[src/rtl/nor_seq_pkg.sv]
package nor_seq_pkg;

  typedef enum logic [1:0] {OP_IDLE, OP_PROG, OP_CHIP, OP_SECT} op_e;
  typedef enum logic [1:0] {LC_NONE, LC_PROG, LC_ERASE, LC_BYPX} lcmd_e;

  localparam logic [7:0] C_UNLK1 = 8'hAA;
  localparam logic [7:0] C_UNLK2 = 8'h55;
  localparam logic [7:0] C_PROG  = 8'hA0;
  localparam logic [7:0] C_ERASE = 8'h80;
  localparam logic [7:0] C_AUTO  = 8'h90;
  localparam logic [7:0] C_BYP   = 8'h20;
  localparam logic [7:0] C_CHIP  = 8'h10;
  localparam logic [7:0] C_SECT  = 8'h30;
  localparam logic [7:0] C_SUSP  = 8'hB0;
  localparam logic [7:0] C_RST   = 8'hF0;
  localparam logic [7:0] C_BYPX  = 8'h00;

  // a program can only clear bits
  function automatic logic [7:0] merge_prog(logic [7:0] old_w, logic [7:0] new_w);
    return old_w & new_w;
  endfunction

  function automatic logic [7:0] status_byte(logic dq6, logic dq2);
    return {1'b0, dq6, 3'b000, dq2, 2'b00};
  endfunction

  function automatic int unsigned max2(int unsigned a, int unsigned b);
    return (a > b) ? a : b;
  endfunction

endpackage

[src/rtl/nor_busy_timer.sv]
module nor_busy_timer #(
  parameter int CNT_W = 6
) (
  input  logic             clk,
  input  logic             rst_n,
  input  logic             start,
  input  logic             clear,
  input  logic [CNT_W-1:0] len,
  output logic             done,
  output logic             running
);
  logic [CNT_W-1:0] cnt_q;

  always_ff @(posedge clk or negedge rst_n) begin
    if (!rst_n)              cnt_q <= '0;
    else if (clear)          cnt_q <= '0;
    else if (start)          cnt_q <= len;
    else if (cnt_q != '0)    cnt_q <= cnt_q - 1'b1;
  end

  assign done    = (cnt_q == CNT_W'(1));
  assign running = (cnt_q != '0);
endmodule

[src/rtl/nor_cell_array.sv]
module nor_cell_array
  import nor_seq_pkg::*;
#(
  parameter int ADDR_W    = 6,
  parameter int SECT_BITS = 2
) (
  input  logic                 clk,
  input  logic                 rst_n,
  input  logic [ADDR_W-1:0]    rd_addr,
  output logic [7:0]           rd_word,
  input  logic                 prog_en,
  input  logic [ADDR_W-1:0]    prog_addr,
  input  logic [7:0]           prog_data,
  input  logic                 erase_all,
  input  logic                 erase_sect,
  input  logic [SECT_BITS-1:0] erase_sel
);
  localparam int WORDS = 1 << ADDR_W;

  logic [7:0]       cells [WORDS];
  logic [WORDS-1:0] wipe;

  for (genvar g = 0; g < WORDS; g++) begin : g_wipe
    localparam logic [ADDR_W-1:0] GA = ADDR_W'(g);
    assign wipe[g] = erase_all | (erase_sect & (GA[ADDR_W-1 -: SECT_BITS] == erase_sel));
  end

  always_ff @(posedge clk or negedge rst_n) begin
    if (!rst_n) begin
      for (int i = 0; i < WORDS; i++) cells[i] <= 8'hFF;
    end else begin
      for (int i = 0; i < WORDS; i++) begin
        if (wipe[i])
          cells[i] <= 8'hFF;
        else if (prog_en && prog_addr == ADDR_W'(i))
          cells[i] <= merge_prog(cells[i], prog_data);
      end
    end
  end

  assign rd_word = cells[rd_addr];
endmodule

[src/rtl/nor_cmd_fsm.sv]
module nor_cmd_fsm
  import nor_seq_pkg::*;
#(
  parameter int              ADDR_W    = 6,
  parameter int              SECT_BITS = 2,
  parameter logic [ADDR_W-1:0] UA0     = 'h15,
  parameter logic [ADDR_W-1:0] UA1     = 'h2A,
  parameter int              CNT_W     = 6,
  parameter int              PROG_LEN  = 8,
  parameter int              ERASE_LEN = 40
) (
  input  logic                 clk,
  input  logic                 rst_n,
  input  logic                 wr_en,
  input  logic [ADDR_W-1:0]    addr,
  input  logic [7:0]           wdata,
  input  logic                 tmr_done,
  output op_e                  op,
  output logic                 susp,
  output logic [SECT_BITS-1:0] susp_sect,
  output logic                 autosel,
  output logic [2:0]           cyc,
  output logic                 prog_en,
  output logic                 erase_all,
  output logic                 erase_sect,
  output logic [SECT_BITS-1:0] erase_sel,
  output logic                 tmr_start,
  output logic                 tmr_clear,
  output logic [CNT_W-1:0]     tmr_len,
  output logic                 ev_prog_start,
  output logic                 ev_erase_start,
  output logic                 ev_suspend,
  output logic                 ev_resume
);
  op_e                  op_q, op_n;
  lcmd_e                lc_q, lc_n;
  logic [2:0]           cyc_q, cyc_n;
  logic                 auto_q, auto_n, byp_q, byp_n, susp_q, susp_n;
  logic [SECT_BITS-1:0] esec_q, esec_n;
  logic [SECT_BITS-1:0] wsec;
  logic                 at_ua0, at_ua1, is_rst;

  assign wsec   = addr[ADDR_W-1 -: SECT_BITS];
  assign at_ua0 = (addr == UA0);
  assign at_ua1 = (addr == UA1);
  assign is_rst = (wdata == C_RST) && !(cyc_q == 3'd3 && lc_q == LC_PROG);

  always_comb begin
    op_n = op_q;  lc_n = lc_q;  cyc_n = cyc_q;  auto_n = auto_q;
    byp_n = byp_q;  susp_n = susp_q;  esec_n = esec_q;
    prog_en = 1'b0;  erase_all = 1'b0;  erase_sect = 1'b0;
    tmr_start = 1'b0;  tmr_clear = 1'b0;  tmr_len = CNT_W'(ERASE_LEN);
    ev_prog_start = 1'b0;  ev_erase_start = 1'b0;  ev_suspend = 1'b0;  ev_resume = 1'b0;

    if (tmr_done) begin
      op_n = OP_IDLE;
      if (op_q == OP_CHIP) erase_all  = 1'b1;
      if (op_q == OP_SECT) erase_sect = 1'b1;
    end

    if (wr_en) begin
      if (op_q == OP_PROG || op_q == OP_CHIP) begin
        // busy: write dropped
      end else if (op_q == OP_SECT) begin
        if (wdata == C_SUSP && !tmr_done) begin
          op_n = OP_IDLE;  susp_n = 1'b1;  tmr_clear = 1'b1;  ev_suspend = 1'b1;
        end
      end else if (is_rst) begin
        cyc_n = 3'd0;  lc_n = LC_NONE;  auto_n = 1'b0;
      end else begin
        auto_n = 1'b0;
        cyc_n  = 3'd0;
        lc_n   = LC_NONE;
        unique case (cyc_q)
          3'd0: begin
            if (susp_q && wdata == C_SECT) begin
              op_n = OP_SECT;  susp_n = 1'b0;  tmr_start = 1'b1;  ev_resume = 1'b1;
            end else if (byp_q && wdata == C_PROG) begin
              cyc_n = 3'd3;  lc_n = LC_PROG;
            end else if (byp_q && wdata == C_AUTO) begin
              cyc_n = 3'd3;  lc_n = LC_BYPX;
            end else if (wdata == C_UNLK1 && at_ua0) begin
              cyc_n = 3'd1;
            end
          end
          3'd1: if (wdata == C_UNLK2 && at_ua1) cyc_n = 3'd2;
          3'd2: begin
            if (wdata == C_PROG) begin
              cyc_n = 3'd3;  lc_n = LC_PROG;
            end else if (!susp_q && wdata == C_ERASE) begin
              cyc_n = 3'd3;  lc_n = LC_ERASE;
            end else if (!susp_q && wdata == C_AUTO) begin
              auto_n = 1'b1;
            end else if (!susp_q && wdata == C_BYP) begin
              byp_n = 1'b1;
            end
          end
          3'd3: begin
            unique case (lc_q)
              LC_PROG: begin
                if (!(susp_q && wsec == esec_q)) begin
                  prog_en = 1'b1;  op_n = OP_PROG;  tmr_start = 1'b1;
                  tmr_len = CNT_W'(PROG_LEN);  ev_prog_start = 1'b1;
                end
              end
              LC_BYPX:  if (wdata == C_BYPX) byp_n = 1'b0;
              LC_ERASE: if (wdata == C_UNLK1 && at_ua0) begin
                cyc_n = 3'd4;  lc_n = LC_ERASE;
              end
              default: ;
            endcase
          end
          3'd4: if (wdata == C_UNLK2 && at_ua1) begin
            cyc_n = 3'd5;  lc_n = LC_ERASE;
          end
          3'd5: begin
            if (wdata == C_CHIP && at_ua0) begin
              op_n = OP_CHIP;  tmr_start = 1'b1;  ev_erase_start = 1'b1;
            end else if (wdata == C_SECT) begin
              op_n = OP_SECT;  esec_n = wsec;  tmr_start = 1'b1;  ev_erase_start = 1'b1;
            end
          end
          default: ;
        endcase
      end
    end
  end

  always_ff @(posedge clk or negedge rst_n) begin
    if (!rst_n) begin
      op_q <= OP_IDLE;  lc_q <= LC_NONE;  cyc_q <= 3'd0;  auto_q <= 1'b0;
      byp_q <= 1'b0;  susp_q <= 1'b0;  esec_q <= '0;
    end else begin
      op_q <= op_n;  lc_q <= lc_n;  cyc_q <= cyc_n;  auto_q <= auto_n;
      byp_q <= byp_n;  susp_q <= susp_n;  esec_q <= esec_n;
    end
  end

  assign op        = op_q;
  assign susp      = susp_q;
  assign susp_sect = esec_q;
  assign autosel   = auto_q;
  assign cyc       = cyc_q;
  assign erase_sel = esec_q;
endmodule

[src/rtl/nor_cmd_seq.sv]
module nor_cmd_seq
  import nor_seq_pkg::*;
#(
  parameter int                ADDR_W    = 6,
  parameter int                SECT_BITS = 2,
  parameter logic [ADDR_W-1:0] UA0       = 'h15,
  parameter logic [ADDR_W-1:0] UA1       = 'h2A,
  parameter int                PROG_CYC  = 8,
  parameter int                ERASE_CYC = 40,
  parameter logic [7:0]        MFR_ID    = 8'h01,
  parameter logic [7:0]        DEV_ID    = 8'h7E
) (
  input  logic              clk,
  input  logic              rst_n,
  input  logic [ADDR_W-1:0] addr,
  input  logic [7:0]        wdata,
  input  logic              wr_en,
  input  logic              rd_en,
  output logic [7:0]        rdata,
  output logic              busy
);
  localparam int CNT_W = $clog2(max2(PROG_CYC, ERASE_CYC) + 1);

  op_e                  op;
  logic                 susp, autosel, prog_en, erase_all, erase_sect;
  logic [SECT_BITS-1:0] susp_sect, erase_sel;
  logic [2:0]           cyc;
  logic                 tmr_start, tmr_clear, tmr_done, tmr_run;
  logic [CNT_W-1:0]     tmr_len;
  logic                 ev_prog_start, ev_erase_start, ev_suspend, ev_resume;
  logic [7:0]           arr_word;
  logic                 dq6_q, dq2_q, in_susp_sect, erasing;

  nor_cmd_fsm #(
    .ADDR_W(ADDR_W), .SECT_BITS(SECT_BITS), .UA0(UA0), .UA1(UA1),
    .CNT_W(CNT_W), .PROG_LEN(PROG_CYC), .ERASE_LEN(ERASE_CYC)
  ) u_fsm (
    .clk(clk), .rst_n(rst_n), .wr_en(wr_en), .addr(addr), .wdata(wdata),
    .tmr_done(tmr_done), .op(op), .susp(susp), .susp_sect(susp_sect),
    .autosel(autosel), .cyc(cyc), .prog_en(prog_en), .erase_all(erase_all),
    .erase_sect(erase_sect), .erase_sel(erase_sel), .tmr_start(tmr_start),
    .tmr_clear(tmr_clear), .tmr_len(tmr_len), .ev_prog_start(ev_prog_start),
    .ev_erase_start(ev_erase_start), .ev_suspend(ev_suspend), .ev_resume(ev_resume)
  );

  nor_busy_timer #(.CNT_W(CNT_W)) u_tmr (
    .clk(clk), .rst_n(rst_n), .start(tmr_start), .clear(tmr_clear),
    .len(tmr_len), .done(tmr_done), .running(tmr_run)
  );

  nor_cell_array #(.ADDR_W(ADDR_W), .SECT_BITS(SECT_BITS)) u_arr (
    .clk(clk), .rst_n(rst_n), .rd_addr(addr), .rd_word(arr_word),
    .prog_en(prog_en), .prog_addr(addr), .prog_data(wdata),
    .erase_all(erase_all), .erase_sect(erase_sect), .erase_sel(erase_sel)
  );

  assign busy         = (op != OP_IDLE);
  assign erasing      = (op == OP_CHIP) || (op == OP_SECT);
  assign in_susp_sect = susp && (addr[ADDR_W-1 -: SECT_BITS] == susp_sect);

  always_ff @(posedge clk or negedge rst_n) begin
    if (!rst_n) begin
      rdata <= 8'h00;  dq6_q <= 1'b0;  dq2_q <= 1'b0;
    end else if (rd_en) begin
      if (busy) begin
        dq6_q <= ~dq6_q;
        if (erasing) dq2_q <= ~dq2_q;
        rdata <= status_byte(~dq6_q, erasing ? ~dq2_q : dq2_q);
      end else if (in_susp_sect) begin
        dq2_q <= ~dq2_q;
        rdata <= status_byte(dq6_q, ~dq2_q);
      end else if (autosel) begin
        rdata <= (addr == '0) ? MFR_ID : (addr == ADDR_W'(1)) ? DEV_ID : 8'h00;
      end else begin
        rdata <= arr_word;
      end
    end
  end
endmodule

[config.mk]
export PLATFORM = sky130hd
export DESIGN_NAME = nor_cmd_seq
export DESIGN_NICKNAME = d
export VERILOG_FILES = /design/src/rtl/nor_seq_pkg.sv /design/src/rtl/nor_busy_timer.sv /design/src/rtl/nor_cell_array.sv /design/src/rtl/nor_cmd_fsm.sv /design/src/rtl/nor_cmd_seq.sv
export SDC_FILE = /design/constraint.sdc
export NUM_CORES = 1
export LEC_CHECK = 0
export BUFFER_PORTS_ARGS = -buffer_cell sky130_fd_sc_hd__buf_2
export CAP_MARGIN = 20
export CORE_MARGIN = 5
export CORE_UTILIZATION = 57
export CTS_CLUSTER_SIZE = 30
export DETAILED_ROUTE_END_ITERATION = 16
export PLACE_DENSITY_LB_ADDON = 0.2
export REMOVE_ABC_BUFFERS = 1
export SLEW_MARGIN = 20
export SYNTH_ARGS = -nofsm -noshare
export SYNTH_HDL_FRONTEND = slang
export SYNTH_HIERARCHICAL = 1
export SYNTH_SLANG_ARGS = --single-unit
export TNS_END_PERCENT = 100
[constraint.sdc]
create_clock -name clk -period 2.8 [get_ports clk]
set_input_delay 0.28 -clock clk [delete_from_list [all_inputs] [get_ports clk]]
set_output_delay 0.28 -clock clk [all_outputs]
set_load 0.01 [all_outputs]
### Yosys cells after proc, flatten, opt, wreduce, memory -nomap -nowiden

Index checks and enable logic that the tools add are counted.

* add/sub/neg operators: 1
* magnitude comparators: 1
* equality and inequality tests: 97
* multiplexer cells: 223
* bitwise gates (word level): 79
* reduce and logical (&&, ||, !) cells: 163

Operators with widths (count)
* two-way mux 8 bit: 133
* AND 8 bit: 64
* == test 6 bit (second input constant): 32
* nonzero test 2 bit: 69
* == test 6 x 5 -> 1 bit (second input constant): 16
* logical AND 1 bit: 77
* two-way mux 6 bit: 10
* binary-select mux 8 bit (select 6 bit): 1
* == test 6 x 4 -> 1 bit (second input constant): 8
* == test 8 bit (second input constant): 6
* two-way mux 2 bit: 22
* two-way mux 1 bit: 42
* == test 6 x 3 -> 1 bit (second input constant): 4
* two-way mux 3 bit: 8
* == test 8 x 6 -> 1 bit (second input constant): 2
* one-hot mux 3 bit (5 select lines): 1
* two-way mux 7 bit: 2
* == test 6 x 1 -> 1 bit (second input constant): 2
* == test 6 x 2 -> 1 bit (second input constant): 2
* inequality test 2 bit (second input constant): 6
* AND reduction 11 bit: 1
* == test 2 bit (second input constant): 4
* == test 8 x 5 -> 1 bit (second input constant): 1
* == test 8 x 7 -> 1 bit (second input constant): 1
* 30 further kinds: 50

* register bits after elaboration: 540
* input bits: 18
* output and inout bits: 9
* logic and storage cells: 639

### Logic depth before layout (Yosys ltp)

* depth after elaboration: 12
* depth in mapped cells: 12
* depth with buffers taken out: 10

### Modules after synthesis

Netlist, hierarchy kept.

By module, submodules not included
* nor_cell_array: instances 1, cells each 2058, area an instance 22860.7 µm², seq. area each 13452.9 µm²
* nor_cmd_fsm: instances 1, cells each 148, area an instance 1173.6 µm², seq. area each 300.3 µm²
* nor_cmd_seq: instances 1, cells each 56, area an instance 583.1 µm², seq. area each 250.2 µm²
* nor_busy_timer: instances 1, cells each 37, area an instance 377.9 µm², seq. area each 150.1 µm²

### Least setup slack after synthesis

No wires, ideal clock.

* path kind: register -> register
* start: reg u_fsm.op_q[1], in the netlist u_fsm/op[1]
* end: reg u_arr/cells[424] in the netlist's numbering
* setup time: 90 ps
* arrival: 2578 ps
* required time: 2710 ps
* setup slack: 131 ps
* stages on the path, launching flop included: 12
* buffers on the path: 2
* period minus slack after synthesis: 2669 ps
* path through: dfrtp_1 inv_1 ha_1 nand2b_1 or3_1 inv_1 buf_4 nor3b_1 clkbuf_1 nand2_1 o21ai_0 nand2_1

* cells in the longest elaborated chain, start to end: 6
* elaborated cells between the ends (all ways): 16
* those cells by class: 3 x eq/ne; 8 x mux; 2 x bitwise; 3 x reduce/logical

RTL lines
* from (decl): line nor_cmd_fsm.sv:35 `op_e op_q, op_n;`
* from (signal assigned): line nor_cmd_fsm.sv:134 `op_q <= op_n; lc_q <= lc_n; cyc_q <= cyc_n; auto_q <= auto_n;`
* == test 2 bit (tied with other cells): line nor_cmd_fsm.sv:64 `end else if (op_q == OP_SECT) begin`
* two-way mux 1 bit / logical OR 1 bit (equally long branches): line nor_cmd_fsm.sv:64, nor_cmd_fsm.sv:62
* two-way mux 1 bit *: line nor_cmd_fsm.sv:62 `if (op_q == OP_PROG || op_q == OP_CHIP) begin`
* two-way mux 1 bit *: line nor_cmd_fsm.sv:61 `if (wr_en) begin`
* named net prog_en: line nor_cmd_seq.sv:25 `logic susp, autosel, prog_en, erase_all, erase_sect;`
* logical AND 1 bit *: line nor_cell_array.sv:35 `else if (prog_en && prog_addr == ADDR_W'(i))`
* nonzero test 2 bit (no line) *
* to (signal, indexed assignment): line nor_cell_array.sv:36 `cells[i] <= merge_prog(cells[i], prog_data);`
* to (decl): line nor_cell_array.sv:20 `logic [7:0] cells [WORDS];`

Mark *: on every way through the listed nets, which the timed path passes. The rest lies on a longest branch.
A chain may end at the register's enable or synchronous reset.

### Worst setup path after layout

* start: reg u_fsm.op_q[0], in the netlist u_fsm/op[0]
* end: reg u_arr/cells[440] in the netlist's numbering

* cells in the longest elaborated chain, start to end: 6
* elaborated cells between the ends (all ways): 16
* those cells by class: 3 x eq/ne; 8 x mux; 2 x bitwise; 3 x reduce/logical

RTL lines
* == test 2 bit (tied with other cells): line nor_cmd_fsm.sv:58, nor_cmd_fsm.sv:64
* two-way mux 1 bit (tied with other cells): line nor_cmd_fsm.sv:58 `if (op_q == OP_SECT) erase_sect = 1'b1;`
* two-way mux 1 bit, on equally long branches: line nor_cmd_fsm.sv:55, nor_cmd_fsm.sv:62
* AND 1 bit / two-way mux 1 bit (equally long branches): line nor_cell_array.sv:25, nor_cmd_fsm.sv:61
* OR 1 bit / logical AND 1 bit (equally long branches): line nor_cell_array.sv:25, nor_cell_array.sv:35
* two-way mux 8 bit / nonzero test 2 bit (equally long branches)

Parallel ways exist; a longest one is shown, timed or not.

==> impl_metrics.toml <==
[logic_synthesis]
synthesis.area_sq_um = 24980
yosysWarningCount = 6
syn_inst = 2297
syn_area_per_cell_sq_um = 10.88

[flow_run]
cap_violations = 0

[route]
drt_wl_total_mm = 68.10
drtAntennaViolNets = 0
drtIter0Drc = 2148
drt-pass1-iter-count = 6
route.detailed.drc = 0
vias = 18636
routedWlPerCell_um = 23.21
avgViaCountPerCell = 6.352

[cells_and_area]
fin_area_sq_um = 27990
drive_above_1_share_pct = 37.69
fill_cells = 3363
syn_to_final_growth_pct = 12.03
final_nets = 2329

[place]
portBuffers = 26
place.gp.congestion = 0.9148
pre_cts_ws_ps = -5.485
dpl_cell_area_sq_um = 26150
post-dp-hpwl_mm = 43.89

[cts]
cts_root_buf = "clkbuf_16"
cts_buffers = 55
clock_latency_ps = 610
cts_htree_levels = 2
clk_pin_slew_worst_paths_ps = 60
clkSinkCount = 540
cts_tree = "yes"
cts.path.max_buffers = 3

[critical_path]
r2r-end = "u_arr/cells[440]"
rr_startpoint = "u_fsm/op[0]"
worstSetupPathType = "flip-flop to flip-flop"
end_kind = "flip-flop"
crit_chain = "inv_1, ha_1, nand2b_1, or3_1, inv_1, nor3b_2, buf_4, nand2_1, o21ai_0, nand2_1"
required_ps = 3300
cp_data_arrival_time_ps = 3170
cpLargestDelayFamily = "simple AND/OR/NAND/NOR gates"
reg2reg_slack_ps = 130
slowest_stage = "or3_1"
r2r_cells = 10
crit_path_end = "u_arr/cells[440]"
startpoint = "u_fsm/op[0]"
worstSetupStartpointType = "flip-flop"
max_stage_delay_ps = 480
path_buf_inv = 3
worstPathMaxFanout = 8
worst-path-stages = 10

[sta]
worstMarginPinSlew_ps = 844.8
fin_crit_sh_pct = 95.25
finalHoldViolCount = 0
fmax_mhz = 374.9
rsz0062_at_grt = "yes"
relSlewSlack_pct = 43.25
skew_ps = 23.54
setup_violations = 0
slew_violations = 0
layout_setup_ws_ps = 132.9
finalCriticalPeriod_ps = 2667

[global_routing]
grt_pass1_vias = 18775
antenna_found_initial = 1
gr-usage-all-layers_pct = 28.75
grt_pass1_wl_mm = 108.4
overflow = 0
grt_max_degree = 129

[floorplan]
rows = 76
ios = 27
start_util_pct = 57.87
dieArea_sq_um = 48120
die_w_um = 219.4
core_area_sq_um = 43170
die_h_um = 219.4

[power]
ir_drop_v = 0.0005304
p_leak_nw = 9.901
pwr_density_cell_nw_per_um2 = 590.3

[worst_hold_path]
min_path_type = "input pin to flip-flop"

[status]
status = "finished clean"
## layout by cell type, fill, tap and decap left out, types with 10 or more instances in the layout
| cell | count |
|---|---|
| clkbuf_16 | 55 |
| buf_2 | 23 |
| inv_1 | 13 |
| nor2b_1 | 16 |
| o22ai_1 | 20 |
| nor3_1 | 15 |
| nand2_1 | 595 |
| buf_4 | 79 |
| clkbuf_1 | 12 |
| clkinv_2 | 12 |
| mux4_2 | 124 |
| o21ai_0 | 518 |
| mux2i_1 | 18 |
| o21ai_1 | 17 |
| a211oi_1 | 11 |
| nor2_1 | 42 |
| dfstp_2 | 512 |
| a21oi_1 | 24 |
| buf_12 | 20 |
| a22o_1 | 12 |
| dfrtp_1 | 28 |
| mux2_2 | 10 |
| nand2b_1 | 12 |
| clkbuf_8 | 10 |
## final cells by class
class | count | area, sq um | area share (%)
Antenna cell | 1 | 2.502 | 0.008941
Sequential cell | 540 | 14150 | 50.57
Multi-Input combinational cell | 1569 | 10080 | 36.01
Clock buffer | 77 | 1559 | 5.570
Timing Repair Buffer | 127 | 1166 | 4.166
Clock inverter | 22 | 247.7 | 0.8851
Tap cell | 585 | 732.0 | 2.615
Inverter | 13 | 48.80 | 0.1743
## power breakdown
group,internal (mW),leakage (nW),switching [mW]
logic,0.391,3.27,0.733
registers,7.92,5.74,0.0940
clock network,4.33,0.891,3.05
total,12.6,9.90,3.88
## worst min path at each step
| stage | cells past startpoint | start | to | slack, ps |
|---|---|---|---|---|
| 2_1_floorplan | 0 | rst_n | dq2_q | -20 |
| 3_3_place_gp | 2 | u_arr/cells[385] | u_arr/cells[385] | 460 |
| 3_5_place_dp | 2 | u_arr/cells[212] | u_arr/cells[212] | 470 |
| 4_1_cts | 3 | wdata[2] | u_arr/cells[138] | 90 |
| 5_1_grt | 3 | wdata[2] | u_arr/cells[146] | 120 |
| 6_report | 3 | wdata[2] | u_arr/cells[138] | 120 |
## tightest hold or removal path: cells and delay by family
kind                   cells  cell delay [ps]
AOI/OAI and AO/OA          1              180
buffers and inverters      1              190
and+or+nand+nor            1               50
## sequential cells by signal (all words and copies together), names as in the netlist, 2 cells and up
signal           count
rdata                8
u_arr/cells        512
u_tmr/cnt_q          6
u_fsm/op             2
u_fsm/erase_sel      2
u_fsm/lc_q           2
u_fsm/cyc            3
## metrics by stage
stage / std cells / setup TNS (ps) / utilization, % / hold slack (ps) / power (mW)
floorplan: 2122 / -1515760 / - / -15.59 / 8.539
global placement: 2832 / 0 / 60.56 / 460.9 / 9.219
detailed placement: 2832 / -5.485 / 60.56 / 467.1 / 9.244
CTS: 2933 / 0 / 64.79 / 87.96 / 16.64
global route: 2933 / -17.93 / 64.83 / 124.7 / 17.12
finish: 2934 / 0 / 64.83 / 119.6 / 16.52
## routing by layer
metal	wire length, um	track usage [%]	vias up
li1	-	-	8093
met1	28540	41.67	9644
met2	32160	44.64	764
met3	5045	4.649	135
met4	2349	10.19	0
met5	0	0	-
## repair_timing
action,in CTS,in global routing
endpoints found under the hold margin,48,0
gates resized for setup,0,16
setup endpoints to repair,0,14
hold buffers,2,0
setup buffers,0,0
(Power assumes the default switching activity.)
